[src/rtl/patch_trap_pkg.sv]
package patch_trap_pkg;

    // Register port geometry
    localparam int REG_AW      = 8;
    localparam int REG_DW      = 32;
    localparam int MAX_ENTRIES = 30;
    localparam int IDX_W       = 5;

    // Fixed control offsets (software depends on these)
    localparam logic [REG_AW-1:0] OFS_ENABLE = 8'h78;
    localparam logic [REG_AW-1:0] OFS_STATUS = 8'h7C;
    localparam logic [REG_AW-1:0] OFS_CLEAR  = 8'hA8;

    // Bit position of the sticky flag in status and clear words
    localparam int FLAG_BIT = 0;

    typedef enum logic [2:0] {
        RSEL_NONE,
        RSEL_ENTRY,
        RSEL_ENABLE,
        RSEL_STATUS,
        RSEL_CLEAR
    } reg_sel_e;

    typedef struct packed {
        reg_sel_e               sel;
        logic [IDX_W-1:0]       entry;
    } reg_target_t;

    typedef struct packed {
        logic                   hit;
        logic [IDX_W-1:0]       idx;
    } match_t;

    typedef struct packed {
        logic                   flag;
        logic [IDX_W-1:0]       idx;
    } status_t;

    // Map a byte offset onto a register target; entries occupy word slots
    // 0..n-1 from offset zero.
    function automatic reg_target_t decode_reg(input logic [REG_AW-1:0] a,
                                               input int n);
        reg_target_t t;
        t.sel   = RSEL_NONE;
        t.entry = '0;
        if (a[1:0] == 2'b00) begin
            if (int'(a[REG_AW-1:2]) < n) begin
                t.sel   = RSEL_ENTRY;
                t.entry = a[2 +: IDX_W];
            end else if (a == OFS_ENABLE) begin
                t.sel = RSEL_ENABLE;
            end else if (a == OFS_STATUS) begin
                t.sel = RSEL_STATUS;
            end else if (a == OFS_CLEAR) begin
                t.sel = RSEL_CLEAR;
            end
        end
        return t;
    endfunction

    // Status word layout: flag in bit 0, entry number right above it
    function automatic logic [REG_DW-1:0] pack_status(input status_t s);
        logic [REG_DW-1:0] w;
        w = '0;
        w[FLAG_BIT]            = s.flag;
        w[FLAG_BIT+1 +: IDX_W] = s.idx;
        return w;
    endfunction

endpackage

[src/rtl/pt_entry_bank.sv]
module pt_entry_bank
    import patch_trap_pkg::*;
#(
    parameter int NUM_ENTRIES = MAX_ENTRIES,
    parameter int ADDR_W      = 32
) (
    input  logic                               clk,
    input  logic                               rst,
    input  logic                               wr_en,
    input  reg_target_t                        target,
    input  logic [REG_DW-1:0]                  wdata,
    output logic [NUM_ENTRIES-1:0][ADDR_W-1:0] entries,
    output logic [NUM_ENTRIES-1:0]             enables
);

    // One storage word per trap entry
    for (genvar g = 0; g < NUM_ENTRIES; g++) begin : g_word
        logic sel_this;
        assign sel_this = wr_en && (target.sel == RSEL_ENTRY) &&
                          (int'(target.entry) == g);
        always_ff @(posedge clk) begin
            if (rst) begin
                entries[g] <= '0;
            end else if (sel_this) begin
                entries[g] <= wdata[ADDR_W-1:0];
            end
        end
    end

    // Enable word keeps only the implemented low bits
    always_ff @(posedge clk) begin
        if (rst) begin
            enables <= '0;
        end else if (wr_en && target.sel == RSEL_ENABLE) begin
            enables <= wdata[NUM_ENTRIES-1:0];
        end
    end

endmodule

[src/rtl/pt_match_array.sv]
module pt_match_array
    import patch_trap_pkg::*;
#(
    parameter int NUM_ENTRIES = MAX_ENTRIES,
    parameter int ADDR_W      = 32
) (
    input  logic                               fetch_valid,
    input  logic [ADDR_W-1:0]                  fetch_addr,
    input  logic [NUM_ENTRIES-1:0][ADDR_W-1:0] entries,
    input  logic [NUM_ENTRIES-1:0]             enables,
    output match_t                             result
);

    logic [NUM_ENTRIES-1:0] equal_vec;

    // Parallel comparators, one per enabled entry
    for (genvar g = 0; g < NUM_ENTRIES; g++) begin : g_cmp
        assign equal_vec[g] = enables[g] && (entries[g] == fetch_addr);
    end

    // Priority select: lowest-numbered matching entry wins
    always_comb begin
        result.hit = fetch_valid && (|equal_vec);
        result.idx = '0;
        for (int i = NUM_ENTRIES - 1; i >= 0; i--) begin
            if (equal_vec[i]) begin
                result.idx = IDX_W'(i);
            end
        end
    end

endmodule

[src/rtl/pt_fault_status.sv]
module pt_fault_status
    import patch_trap_pkg::*;
(
    input  logic    clk,
    input  logic    rst,
    input  match_t  match_in,
    input  logic    clr_req,
    output status_t status,
    output logic    fault
);

    logic keep_record;

    // The existing record survives only if it is set and not being cleared
    assign keep_record = status.flag && !clr_req;

    always_ff @(posedge clk) begin
        if (rst) begin
            status <= '0;
            fault  <= 1'b0;
        end else begin
            fault <= match_in.hit;
            if (match_in.hit && !keep_record) begin
                status.flag <= 1'b1;
                status.idx  <= match_in.idx;
            end else if (clr_req) begin
                status <= '0;
            end
        end
    end

endmodule

[src/rtl/patch_trap_unit.sv]
module patch_trap_unit
    import patch_trap_pkg::*;
#(
    parameter int NUM_ENTRIES = MAX_ENTRIES,
    parameter int ADDR_W      = 32
) (
    input  logic              clk,
    input  logic              rst,
    input  logic              reg_wr_en,
    input  logic [7:0]        reg_addr,
    input  logic [31:0]       reg_wdata,
    output logic [31:0]       reg_rdata,
    input  logic              fetch_valid,
    input  logic [ADDR_W-1:0] fetch_addr,
    output logic              bus_fault
);

    reg_target_t                        target;
    logic [NUM_ENTRIES-1:0][ADDR_W-1:0] entries;
    logic [NUM_ENTRIES-1:0]             enables;
    match_t                             match_w;
    status_t                            status;
    logic                               clr_req;
    logic                               trap_hit;

    assign target   = decode_reg(reg_addr, NUM_ENTRIES);
    assign trap_hit = match_w.hit;

    // Two clear paths: zero into the status flag, or one into the clear word
    assign clr_req = reg_wr_en &&
                     (((target.sel == RSEL_STATUS) && !reg_wdata[FLAG_BIT]) ||
                      ((target.sel == RSEL_CLEAR)  &&  reg_wdata[FLAG_BIT]));

    pt_entry_bank #(
        .NUM_ENTRIES (NUM_ENTRIES),
        .ADDR_W      (ADDR_W)
    ) i_bank (
        .clk     (clk),
        .rst     (rst),
        .wr_en   (reg_wr_en),
        .target  (target),
        .wdata   (reg_wdata),
        .entries (entries),
        .enables (enables)
    );

    pt_match_array #(
        .NUM_ENTRIES (NUM_ENTRIES),
        .ADDR_W      (ADDR_W)
    ) i_match (
        .fetch_valid (fetch_valid),
        .fetch_addr  (fetch_addr),
        .entries     (entries),
        .enables     (enables),
        .result      (match_w)
    );

    pt_fault_status i_status (
        .clk      (clk),
        .rst      (rst),
        .match_in (match_w),
        .clr_req  (clr_req),
        .status   (status),
        .fault    (bus_fault)
    );

    // Read mux; clear word and holes read as zero
    always_comb begin
        reg_rdata = '0;
        unique case (target.sel)
            RSEL_ENTRY:  reg_rdata[ADDR_W-1:0]      = entries[target.entry];
            RSEL_ENABLE: reg_rdata[NUM_ENTRIES-1:0] = enables;
            RSEL_STATUS: reg_rdata                  = pack_status(status);
            default:     reg_rdata                  = '0;
        endcase
    end

endmodule

[config.mk]
export PLATFORM = sky130hd
export DESIGN_NAME = patch_trap_unit
export DESIGN_NICKNAME = d
export VERILOG_FILES = /design/src/rtl/patch_trap_pkg.sv /design/src/rtl/pt_entry_bank.sv /design/src/rtl/pt_match_array.sv /design/src/rtl/pt_fault_status.sv /design/src/rtl/patch_trap_unit.sv
export SDC_FILE = /design/constraint.sdc
export NUM_CORES = 2
export LEC_CHECK = 0
export BUFFER_PORTS_ARGS = -buffer_cell sky130_fd_sc_hd__buf_4
export CAP_MARGIN = 20
export CORE_UTILIZATION = 50
export DETAILED_ROUTE_END_ITERATION = 16
export HOLD_SLACK_MARGIN = 0.1
export PLACE_DENSITY = 0.69
export REMOVE_ABC_BUFFERS = 1
export SYNTH_ARGS = -nofsm -noshare
export SYNTH_HDL_FRONTEND = slang
export SYNTH_SLANG_ARGS = --single-unit
export TNS_END_PERCENT = 10
[constraint.sdc]
create_clock -name clk -period 3.35 [get_ports clk]
set_input_delay 0.5025 -clock clk [delete_from_list [all_inputs] [get_ports clk]]
set_output_delay 0.5025 -clock clk [all_outputs]
set_load 0.05 [all_outputs]
* Word-level counts from Yosys, hierarchy flattened
Index checks and enable logic that the tools add are counted.
Word-level totals: input port bits 76, word-level logic and storage cells 220, register bits 997
Operators by class: order comparisons 2, reductions and logical operators 76, equality and inequality tests 66, multiplexer cells 42
Operator list (count):
- 32-bit == test | 30
- 32-bit binary-select mux with 5-bit select | 1
- 5-bit 2-to-1 mux | 31
- 30-bit case mux with 3 select lines | 1
- 5-bit == test, second input constant | 16
- 1-bit logical AND | 68
- 5-bit by 4-bit == test with 1-bit output, second input constant | 8
- 32-bit 2-to-1 mux | 1
- 30-bit OR reduction | 1
- 5-bit by 3-bit == test with 1-bit output, second input constant | 4
- 8-bit by 7-bit == test with 1-bit output, second input constant | 2
- 3-bit 2-to-1 mux | 4
- 6-bit 2-to-1 mux | 2
- 8-bit == test, second input constant | 1
- 8-bit 2-to-1 mux | 1
- 3-bit by 2-bit == test with 1-bit output, second input constant | 2
- 5-bit by 6-bit less-than comparator with 1-bit output, second input constant | 1
- 6-bit by 5-bit less-than comparator with 1-bit output, second input constant | 1
- 5-bit by 2-bit == test with 1-bit output, second input constant | 1
- 5-bit logical NOT | 1
- 3-bit by 1-bit == test with 1-bit output, second input constant | 1
- 3-bit == test, second input constant | 1
- 1-bit logical NOT | 3
- 2-bit logical NOT | 1
- other kinds (3) | 3

* Logic depth before layout (Yosys ltp)
depth after elaboration 33, mapped depth 13, gate-level depth less buffers 9

* Hierarchy
A second synthesis with hierarchy kept.
Unflattened totals: cells, all modules 6176, area total of the unflattened synthesis 59026.6 µm²
By module, submodules not included:
- pt_entry_bank | seq. area each 19819.0 µm², area an instance 37898.8 µm², instances 1, cells an instance 3397
- pt_match_array | seq. area each 0.0 µm², area an instance 11607.4 µm², instances 1, cells an instance 1457
- patch_trap_unit | seq. area each 0.0 µm², area an instance 9190.1 µm², instances 1, cells an instance 1292
- pt_fault_status | seq. area each 140.1 µm², area an instance 330.3 µm², instances 1, cells an instance 30

* Worst setup path before layout
Ideal clock, no wire load.
path kind in2out, start input reg_addr[5], end output reg_rdata[26], setup slack -726 ps, data arrival time 3574 ps, data required time 2847 ps, path buffers 5, stages on the path 12, path through clkbuf_1 -> and3_1 -> a21oi_1 -> buf_2 -> nand3_1 -> clkbuf_1 -> clkbuf_1 -> clkbuf_1 -> nor2_1 -> o31ai_1 -> o211ai_1 -> o21ai_0
Between the ends: longest elaborated chain between the ends 8, elaborated cells between the ends (all ways) 16, those cells by class order compare (1); eq/ne (6); mux (9)
RTL lines:
- from (decl) | RTL line patch_trap_unit.sv:10 | input logic [7:0] reg_addr,
- 8-bit == test | RTL line patch_trap_pkg.sv:55 | end else if (a == OFS_CLEAR) begin
- 3-bit 2-to-1 mux | RTL line patch_trap_pkg.sv:55
- 3-bit 2-to-1 mux | RTL line patch_trap_pkg.sv:53 | end else if (a == OFS_STATUS) begin
- 3-bit 2-to-1 mux | RTL line patch_trap_pkg.sv:51 | end else if (a == OFS_ENABLE) begin
- 3-bit 2-to-1 mux | RTL line patch_trap_pkg.sv:48 | if (int'(a[REG_AW-1:2]) < n) begin
- 8-bit 2-to-1 mux * | RTL line patch_trap_pkg.sv:47 | if (a[1:0] == 2'b00) begin
- parallel branches: the longest is 1 deep, another holds 32-bit binary-select mux with 5-bit select
- 30-bit case mux with 3 select lines * | RTL line patch_trap_unit.sv:70 | unique case (target.sel)
- to (decl) | RTL line patch_trap_unit.sv:12 | output logic [31:0] reg_rdata,
Every way passes the cells marked *. The select of a mux whose other input is x is not followed.

* Worst setup path after layout
start input reg_addr[1], end output reg_rdata[20]
Between the ends: longest elaborated chain between the ends 8, elaborated cells between the ends (all ways) 15, those cells by class eq/ne (6); mux (8); reduce/logical (1)
RTL lines (RTL line):
- 8-bit == test | patch_trap_pkg.sv:55
- 3-bit 2-to-1 mux | patch_trap_pkg.sv:55
- 3-bit 2-to-1 mux | patch_trap_pkg.sv:53
- 3-bit 2-to-1 mux | patch_trap_pkg.sv:51
- 3-bit 2-to-1 mux | patch_trap_pkg.sv:48
- 8-bit 2-to-1 mux * | patch_trap_pkg.sv:47
- 3-bit by 2-bit == test with 1-bit output / 3-bit by 1-bit == test with 1-bit output (equally long branches) | patch_trap_unit.sv:70
- 30-bit case mux with 3 select lines * | patch_trap_unit.sv:70
Every way passes the cells marked *; elsewhere a longest branch is shown, timed or not. The select of a mux whose other input is x is not followed.

==> summary.md <==
| Metric | Value |
|---|---|
| CTS Buf Count | 110 |
| Place WS | -1.32 ns |
| Drt total wl | ~320000 um |
| Layout area overhead | 25.4% |
| Final setup viols | 32 |
| Internal Power | roughly 21 mW |
| CTS tree | yes |
| Worst Setup Slack, final | -0.880 ns |
| Part of the Yosys area used for sequential elements | 0.361 |
| RSZ-0062 raised after global routing | true |
| Data arrival time of the critical path | 3.73 ns |
| Number of port buffers | ~110 |
| Initial Utilization | 0.506 |
| Inst Count DP | a little over 9k |
| PwrDens | ~420 mW/mm^2 |
| Reg2reg start | i_bank.entries[747] |
| Synthesized cell area | 0.0552 mm^2 |
| Slew Viols, Final | 0 |
| Async SR Flop Fraction | 0 |
| Classification of the worst setup path | primary input to output port |
| FF-to-FF setup slack | about 0.14 ns |
| Synth Area per Inst | 7.47 um^2 |
| Largest area contributor in the netlist | dfxtp_1 |
| Mapped Cells | 7390 |
| Net Switching | ~8.4 mW |
| Max frequency | around 240 MHz |
| Total congestion overflow | 0 |
| Hold endpoint | i_bank.entries[896] |
| WL per Instance | around 34 um |
| Worst hold start | reg_wdata[0] |
| Post-Layout Cell Count | around 9.4k |
| Reg area | around 0.02 mm^2 |
| Vias/cell | between 6 and 7 |
| Clock Power Share | 0.449 |
| Yosys warning total | 0 |
| Layout cell share with drive strength beyond 1 | 0.176 |
| CP startpoint kind | primary input |
| Remaining DRCs | 0 |
| HP Class | primary input to register |
| Root Buffer | clkbuf_16 |
| Antenna violations before repair | 11 |
| Final period utilization | 1.26 |
| Seq cells post-synth | about 1000 |
| Hold path depth | 3 |
| Die X | between 300 and 400 um |
| Share of the synthesized area in the top cell type | 0.361 |
| Vias in the first global route | between 50k and 60k |
| Leakage power | around 24 nW |
| CP max FO | 6 |
| Clock tree sinks | between 900 and 1k |
| Max rail drop VDD | 0.430 mV |
| Core area | about 0.11 mm^2 |
| Fin Clk Skew | between 0.03 and 0.04 ns |
| WL met3 | 58300 um |
| Pin count of the biggest net entering global routing | around 110 |
| Vias | roughly 64k |
| CTS max path bufs | 3 |
| WL met1 | 115000 um |
| I/O pins | approximately 110 |
| DR WL met2 | approximately 120000 um |
| Die footprint | approximately 0.11 mm^2 |
| Drt pass-1 iters | 9 |
| Status | finished, violations left |
| Post-synth EDFFs | 0 |
| FF-to-FF End | i_status.fault |
| Worst Path Required | approximately 2.9 ns |
| Total track usage | 0.559 |
| Starting DRT DRC Count | between 10k and 15k |
| Core Rows | 121 |
| Post-route ant nets | 0 |
| Area contributors post-synth | dfxtp_1 36%, nand2_1 14%, a21oi_1 9.2% |
| Comb pwr share | 0.141 |
| Max transition margin | 0.276 |
| Tmin final | ~4.2 ns |
| Fillers | 9459 |
| Global-route wire length before repair | approximately 440000 um |
| Worst-margin pin slew | roughly 1.1 ns |
| Multi-input gate area | 0.0335 mm^2 |
| Chip Height | approximately 330 um |
| R2R cell count | 11 |
| Final nets | between 7k and 8k |
| Max_cap viols | 0 |
| Clock insertion delay at the later pin of the skew report | around 0.75 ns |
| DR top layer | met5 |
| Clk slew on worst S/H paths | about 0.06 ns |
| Seq pwr share | 0.410 |
| CTS Hold Bufs | 0 |
| Switching power share of the total | 0.289 |
| Setup crit end kind | output port |
| Failing checks | negative setup slack |
| Synth Flop Type | dfxtp_1 |
| Final hold violation count | 0 |
| Placer Congestion | 1.13 |
| CTS H-tree depth | 3 |
| DP HPWL | around 230000 um |
| Yosys cell types | between 70 and 80 |
placed cells by master (no fill, tap or decap), types with 33 or more instances in the layout:
cell type / instances
a21oi_1: 1002
nor2_1: 183
nor3_1: 55
buf_4: 777
o22ai_1: 49
xnor2_1: 542
nand3_1: 97
xor2_1: 404
nand4_1: 244
o221ai_1: 146
nor2_2: 38
nand2_1: 2094
mux2i_1: 33
clkbuf_16: 114
nor4_1: 203
o22a_1: 149
buf_12: 178
dfxtp_1: 997
power by group through the flow:
stage	logic [mW]	clock network [mW]	registers, mW
after floorplan	1.05	0	12.1
after global placement	3.66	0	12.1
after detailed placement	3.65	0	12.1
final	4.07	13.0	11.9
after global routing	3.98	13.3	11.9
after CTS	3.74	12.9	11.9
critical path, stage by stage:
cell and delay (ns):
buf_6 0.09, or3_4 0.39, a21oi_4 0.16, buf_6 0.15
buf_8 0.13, nand3b_1 0.10, buf_6 0.16, bufbuf_16 0.27
buf_4 0.16, nor2_2 0.10, nor3_1 0.07, buf_4 0.16
o22ai_4 0.14, a2111oi_0 0.11, a21oi_1 0.50, nand2_2 0.28
buf_8 0.22
synthesized netlist by cell type (5+ instances only):
master	count
nand2_1	2108
a21oi_1	1012
dfxtp_1	997
xnor2_1	542
clkbuf_1	484
xor2_1	404
nand4_1	244
nor2_1	228
nor4_1	204
o221ai_1	175
o22a_1	153
nand3_1	103
buf_2	100
nor3_1	73
o22ai_1	66
a22oi_1	39
buf_4	37
mux2i_1	33
buf_1	30
a222oi_1	28
nand2b_1	28
a221oi_1	27
nand4b_1	24
or4_1	22
a2111oi_0	20
o221a_2	18
nor2b_1	17
inv_1	15
nor4b_1	13
o21ai_0	11
or2_2	11
a211oi_1	9
and2_1	8
and3_1	8
o31ai_1	8
nand3b_1	6
nor3b_1	6
o211ai_1	6
o2111ai_1	5
o41ai_1	5
or3b_1	5
final cells by class:
type	count	area share
tap	1476	0.0267
clock inverter	45	0.00784
clock buffer	157	0.0465
inverter	16	0.000867
sequential	997	0.288
antenna	6	0.000217
multi-input combinational	5722	0.484
timing repair buffer	1000	0.146
registers in the layout, summed over array words and instances (netlist names):
register,flops
i_status.status,6
i_status.fault,1
i_bank.entries,960
i_bank.enables,30
what timing repair did:
item                                   in CTS  in global routing
endpoints found under the hold margin       0                  0
pin swaps                                  34                 22
cloned                                      5                  1
gates resized for setup                   159                 63
setup buffers                              11                  0
setup endpoints to repair                  34                 34
through the flow:
stage                     TNS [ns]  hold WS (ns)  area (um^2)   util  power [mW]
final                       -22.86         0.205        69300  0.634        29.0
after global routing        -22.10         0.211        69200  0.634        29.2
after CTS                   -18.96         0.182        68900  0.631        28.5
after detailed placement    -32.87         0.457        64100  0.587        15.8
after global placement      -35.92         0.453        64100  0.587        15.8
after floorplan           -3127.63         0.438        52500      -        13.2
worst max path at each step:
stage                      startpoint            end  slack (ns)
after detailed placement  reg_addr[7]  reg_rdata[14]       -1.32
after global placement    reg_addr[7]   reg_rdata[8]       -1.71
final                     reg_addr[1]  reg_rdata[20]       -0.88
after global routing      reg_addr[1]  reg_rdata[18]       -0.83
after CTS                 reg_addr[0]   reg_rdata[1]       -0.66
after floorplan           reg_addr[7]  reg_rdata[30]       -4.50
metal layers:
metal / global-route usage / vias up
li1: - / 26500
met3: 0.257 / 1457
met4: 0.420 / 8
met2: 0.732 / 6166
met1: 0.703 / 30300
met5: 0 / -
kinds of logic (layout without fill, tap and decap cells):
logic type      Yosys count  count (layout)  synth area share
other cells               0               6                 0
buf+inv                 671            1218            0.0509
compound gates         1605            1605             0.182
flops                   997             997             0.361
mux                      33              33           0.00598
xor+xnor                946             946             0.150
simple gates           3138            3138             0.250
Note: power is estimated with default switching activity, not from simulation.
